## config.mk

```make
export PLATFORM = sky130hd
export DESIGN_NAME = tmr_irq_router
export DESIGN_NICKNAME = d
export VERILOG_FILES = /design/src/rtl/tmr_irq_router.sv
export SDC_FILE = /design/constraint.sdc
export NUM_CORES = 1
export LEC_CHECK = 0
export ABC_CLOCK_PERIOD_IN_PS = 2050
export CORE_AREA = 3 3 153 155
export DETAILED_ROUTE_END_ITERATION = 16
export DIE_AREA = 0 0 156 158
export HOLD_SLACK_MARGIN = 0.08
export MAX_ROUTING_LAYER = met4
export SETUP_SLACK_MARGIN = 0.1
export SKIP_CTS_REPAIR_TIMING = 1
export SYNTH_ARGS = -nofsm -noshare
export SYNTH_HDL_FRONTEND = slang
export SYNTH_SLANG_ARGS = --single-unit
```

## constraint.sdc

```tcl
create_clock -name clk -period 2.05 [get_ports clk]
set_input_delay 0.3075 -clock clk [delete_from_list [all_inputs] [get_ports clk]]
set_output_delay 0.3075 -clock clk [all_outputs]
set_load 0.01 [all_outputs]
```

## src/rtl/tmr_irq_router.sv

```systemverilog
module tmr_irq_router #(
  parameter int N_TMR       = 4,
  parameter int N_LINES     = 24,
  parameter int RTW         = 5,
  parameter int LEG_T0_LINE = 0,
  parameter int LEG_T1_LINE = 8,
  parameter int RTC_LINE    = 8
) (
  input  logic                   clk,
  input  logic                   rst_n,
  input  logic [N_TMR-1:0]       fire_i,
  input  logic [N_TMR-1:0]       tmr_en_i,
  input  logic [N_TMR-1:0]       lvl_type_i,
  input  logic [N_TMR-1:0]       msg_en_i,
  input  logic [N_TMR*RTW-1:0]   route_i,
  input  logic [N_TMR*64-1:0]    msg_word_i,
  input  logic                   glb_en_i,
  input  logic                   legacy_i,
  input  logic                   rtc_irq_i,
  input  logic                   sts_wr_i,
  input  logic [N_TMR-1:0]       sts_wdata_i,
  output logic [N_LINES-1:0]     irq_o,
  output logic                   msg_req_o,
  output logic [31:0]            msg_addr_o,
  output logic [31:0]            msg_data_o,
  output logic [N_TMR-1:0]       sts_o
);

  localparam int MW = 64;

  logic [N_TMR-1:0] sts_q, pulse_q, pend_q, msg_en_q;
  logic [N_TMR-1:0] en_ok, ev_off, ev_msg, ev_lvl, ev_edge;
  logic [N_TMR-1:0] wclr, msg_rise, cand, grant;
  logic [31:0]      sel_addr, sel_data;
  logic [N_LINES-1:0] irq_c;

  assign en_ok    = tmr_en_i & {N_TMR{glb_en_i}};
  assign ev_off   = fire_i & ~en_ok;
  assign ev_msg   = fire_i & en_ok & msg_en_i;
  assign ev_lvl   = fire_i & en_ok & ~msg_en_i & lvl_type_i;
  assign ev_edge  = fire_i & en_ok & ~msg_en_i & ~lvl_type_i;
  assign wclr     = sts_wr_i ? (sts_wdata_i & sts_q) : '0;
  assign msg_rise = msg_en_i & ~msg_en_q;
  assign cand     = pend_q | ev_msg;
  assign grant    = cand & (~cand + 1'b1);

  always_ff @(posedge clk) begin
    if (!rst_n) begin
      sts_q    <= '0;
      pulse_q  <= '0;
      pend_q   <= '0;
      msg_en_q <= '0;
    end else begin
      sts_q    <= (sts_q & ~wclr & ~msg_rise & ~ev_off & ~ev_edge) | ev_lvl;
      pulse_q  <= ev_edge;
      pend_q   <= cand & ~grant;
      msg_en_q <= msg_en_i;
    end
  end

  always_comb begin
    sel_addr = '0;
    sel_data = '0;
    for (int i = 0; i < N_TMR; i++) begin
      if (grant[i]) begin
        sel_addr = msg_word_i[i*MW+32 +: 32];
        sel_data = msg_word_i[i*MW +: 32];
      end
    end
  end

  always_ff @(posedge clk) begin
    if (!rst_n) begin
      msg_req_o  <= 1'b0;
      msg_addr_o <= '0;
      msg_data_o <= '0;
    end else begin
      msg_req_o  <= |cand;
      msg_addr_o <= sel_addr;
      msg_data_o <= sel_data;
    end
  end

  function automatic int eff_route(int idx, logic leg, logic [RTW-1:0] rf);
    if (leg && idx == 0) return LEG_T0_LINE;
    if (leg && idx == 1) return LEG_T1_LINE;
    return int'(rf);
  endfunction

  always_comb begin
    irq_c = '0;
    for (int i = 0; i < N_TMR; i++) begin
      if ((sts_q[i] & ~msg_en_i[i]) | pulse_q[i]) begin
        for (int l = 0; l < N_LINES; l++) begin
          if (eff_route(i, legacy_i, route_i[i*RTW +: RTW]) == l) irq_c[l] = 1'b1;
        end
      end
    end
    if (!legacy_i && rtc_irq_i) irq_c[RTC_LINE] = 1'b1;
  end

  assign irq_o = irq_c;
  assign sts_o = sts_q;

endmodule

```

# After elaboration in Yosys (flattened, before gate mapping)
# Index checks and enable logic that the tools add are counted.
# totals
register_bits	81
inputBits	302
output_inout_bits	93
word_cells	264
# op_classes
addsub	1
eq_ne	92
n_mux	118
bitwise_logic	39
n_reduce_logical	7
# op_table
operator	count
$eq A32 B5 Y1 const B	16
$eq A32 B6 Y1 const B	16
$mux W32	11
$eq A32 B4 Y1 const B	8
$eq A5 B5 Y1 const B	32
$eq A32 B3 Y1 const B	4
$mux W1	100
$mux W24	4
$eq A32 B2 Y1 const B	2
$logic_not A32 Y1	2
$and A4 B4 Y4	15
$eq A5 B4 Y1 const B	8
$not A4 Y4	10
$eq A5 B3 Y1 const B	4
$eq A5 B2 Y1 const B	2
$logic_not A5 Y1	2
$mux W4	2
$or A4 B4 Y4	2
$mux W5	1
$add A4 B1 Y4 const B	1
$and A1 B1 Y1	4
$not A1 Y1	4
$or A1 B1 Y1	4
$reduce_or A4 Y1	1
other kinds (2)	2

# Depth between registers and ports, before layout
# depth
depth_word	16
ltp_mapped	6
mapped_depth_nobuf	4

# Worst setup path before layout
# OpenSTA, ideal clock, no wires.
# synth_timing
path_type	reg2out
start	reg sts_q[1] (netlist: sts_o[1])
end	out irq_o[3]
t_arrival_ns	1.508
t_required_ns	1.742
setup_slack_ns	0.234
stages_incl_launch_ff	5
path_buffers	0
cell_sequence	dfxtp_1 -> nor2b_1 -> o2111ai_1 -> or4_1 -> nand3_1
# synth_via
elab_chain_len	7
# synth_rtl
element	line	source
start: declaration	31	logic [N_TMR-1:0] sts_q, pulse_q, pend_q, msg_en_q;
start signal: assignment	54	sts_q <= (sts_q & ~wclr & ~msg_rise & ~ev_off & ~ev_edge) | ev_lvl;
$and A1 B1 Y1 *	93	if ((sts_q[i] & ~msg_en_i[i]) | pulse_q[i]) begin
$or A1 B1 Y1 *	93	
$mux W24 *	93	
$mux W1	95	if (eff_route(i, legacy_i, route_i[i*RTW +: RTW]) == l) irq_c[l] = 1'b1;
$mux W24 *	93	
$mux W1	95	
$mux W24 *	93	
end: declaration	22	output logic [N_LINES-1:0] irq_o,
# Every way passes the cells marked *; elsewhere a longest branch is shown, timed or not.

# Worst setup path after layout
# layout_timing
start	reg sts_q[0] (netlist: sts_o[0])
end	out irq_o[7]
# layout_via
elab_chain_len	9
# layout_rtl
element	line
$and A1 B1 Y1 *	93
$or A1 B1 Y1 *	93
$mux W24 *	93
$mux W1	95
$mux W24 *	93
$mux W1	95
$mux W24 *	93
$mux W1	95
$mux W24 *	93
# Marks and branches as above.

==> impl_metrics.tcl <==
set metrics [dict create \
    status "complete, but fails checks" \
    violations "negative setup slack" \
    cap_violations 0 \
    final_nets 1363 \
    comb_power_share_pct 27.6 \
    wl_um 30600 \
    seq_power_share_pct 34.6 \
    clk_latency_ns 0.35 \
    syn_area_per_cell_um2 8.78 \
    grt_pass1_vias 6916 \
    intPower_mw 3.51 \
    ys_seq_area_share_pct 33.4 \
    dp.cells 1304 \
    cp.arrival_ns 1.84 \
    clk_pin_slew_worst_paths_ns 0.07 \
    syn_to_final_growth_pct 129 \
    hpwl_um 24500 \
    antenna_found_initial 8 \
    cellPowerDensity_mw_per_mm2 428 \
    drv_slew 0 \
    synthFlopType "dfxtp_1" \
    fmax_ghz 0.466 \
    power.share.switching_pct 25.1 \
    ys_async_sr_fraction_pct 0 \
    vdd.ir_drop.worst_mv 0.340 \
    synth_warnings 0 \
    wire_per_inst_um 22.6 \
    fin_area_mm2 0.0110 \
    syn_nets 848 \
    finalSetupViolations 8 \
    clkSinkCount 80 \
    critPathLaunchType "flip-flop" \
    p_leak_nw 4.54 \
    port-buffer-count 394 \
    fin_cells 1355 \
    cp-end-kind "output pin" \
    finClkSkew_ns 0.0127 \
    r2r_start "pend_q[1]" \
    grt_util_all_layers_pct 23.3 \
    pre_cts_slack_ns -0.744 \
    p_sw_mw 1.18 \
    cts_tree "done" \
    clock_path_buffers 2 \
    core-area_mm2 0.0220 \
    synth_edf_count 0 \
    synth.distinct_cells 57 \
    synth_cells 546 \
    clockRootBuffer "clkbuf_16" \
    finalHoldViolCount 0 \
    die_area_mm2 0.0246 \
    hold_start "msg_en_i[0]" \
    vias_per_cell 5.07 \
    hp-class "primary input to flip-flop" \
    overflow 0 \
    crit_fanout 3 \
    tns_ns -0.351 \
    route.detailed.drc 0 \
    dr.pass1.iters 5 \
    p_clk_share_pct 37.8 \
    grt_first_pass_wirelength_um 41600 \
    slew-limit-headroom_pct 72.4 \
    drive_gt1_share_pct 25.0 \
    cts_max_level 3 \
    rsz0062_at_grt "yes" \
    place.gp.congestion 0.928 \
    cts_made_buffers 9 \
    fin_crit_ns 2.15 \
    synth_seq_cells 80 \
    dpl-instance-area_mm2 0.0101 \
    dieWidth_um 156 \
    grt_max_degree 38 \
    finalCritPeriodShare_pct 105 \
    top_level_ports 395 \
    cp.required_ns 1.74 \
    vias 6870 \
    synthesis.area_mm2 0.00479 \
    hold-worst-slack_ns 0.406 \
    worstSetupStartpoint "sts_o[0]" \
    die_height_um 158 \
    ant_nets 0 \
    worstSetupPathType "flip-flop to output pin" \
    start_util_pct 21.8 \
    drt-initial-drc-count 391 \
    rows 54 \
    worst_slack_ns -0.0971 \
    worstMarginPinSlew_ns 0.410 \
]
==> worst paths after layout <==
check,depth (start not counted),slack (ns),endpoint
worst max-delay path,7,-0.1,irq_o[7]
worst min-delay path,3,0.41,msg_en_q[0]
worst max register to register,6,0.48,msg_addr_o[12]
worst min register to register,2,0.61,pend_q[2]
==> flip-flops by register name (all words and copies together), names as in the netlist <==
name	flops
msg_addr_o	32
msg_data_o	32
msg_en_q	4
msg_req_o	1
pend_q	3
pulse_q	4
sts_o	4
==> layer usage <==
layer  global-route usage, %  vias up  wire length (um)
met1                    24.9     3243             11300
met3                    7.35       50              2540
met2                    39.8      298             15700
met5                       -        -                 0
met4                    10.2        0              1010
li1                        -     3279                 -
==> Yosys cell counts, types with 10 or more instances <==
cell type | number | area share [%]
dfxtp_1 | 80 | 33
and3_1 | 67 | 8.7
a221oi_1 | 66 | 12
o2bb2ai_1 | 63 | 12
nand2_1 | 26 | 2.0
nor2_1 | 25 | 2.0
clkbuf_1 | 24 | 1.9
inv_1 | 23 | 1.8
buf_2 | 15 | 1.6
nand2b_1 | 11 | 1.4
nand3_1 | 10 | 1.0
nand4_1 | 10 | 1.3
==> kinds of logic after synthesis <==
family / synth area share (%)
DFF: 33.4
AOI/OAI and AO/OA: 38.8
buffers and inverters: 6.26
muxes: 0.235
and+or+nand+nor: 21.3
==> critical path: stages, from the launching register on <==
cell,delay (ns)
dfxtp_4,0.36
nand2b_4,0.09
a2111oi_4,0.07
buf_4,0.17
buf_6,0.11
a22o_1,0.19
a311o_1,0.35
buf_2,0.15
==> cell usage in the layout (no fill, tap or decap), drive strengths merged, types with 10 or more instances in the layout <==
master and instances:
dlymetal6s2s 23, nand4 10, nand2 26, and3 67, a221oi 66, clkdlybuf4s50 348
clkbuf 17, nand3 10, buf 172, nand2b 11, dfxtp 80, inv 23
o2bb2ai 63, nor2 26
==> through the flow <==
stage / utilization, % / power [mW]
2_1_floorplan: - / 1.93
3_3_place_gp: 45.8 / 2.91
3_5_place_dp: 45.8 / 2.91
4_1_cts: 47.3 / 4.71
5_1_grt: 50.0 / 4.87
6_report: 50.0 / 4.69
==> cell type report <==
class                   instances  area, um2
inverters                      23       91.3
multi-input cells             397       3250
repair buffers                550       5320
clock buffers                  10        229
clock inverters                 6       93.8
diodes                          9       22.5
flip-flops and latches         80       1620
well taps                     280        350
fillers                      2105      11000
==> power by group through the flow <==
stage / Sequential [mW] / Clock [mW] / Combinational (mW)
after floorplan: 1.69 / 0 / 0.245
after global placement: 1.66 / 0 / 1.25
after detailed placement: 1.66 / 0 / 1.25
after CTS: 1.63 / 1.83 / 1.25
after global routing: 1.63 / 1.87 / 1.37
final: 1.62 / 1.77 / 1.30
Power figures use the tool's default switching activity.
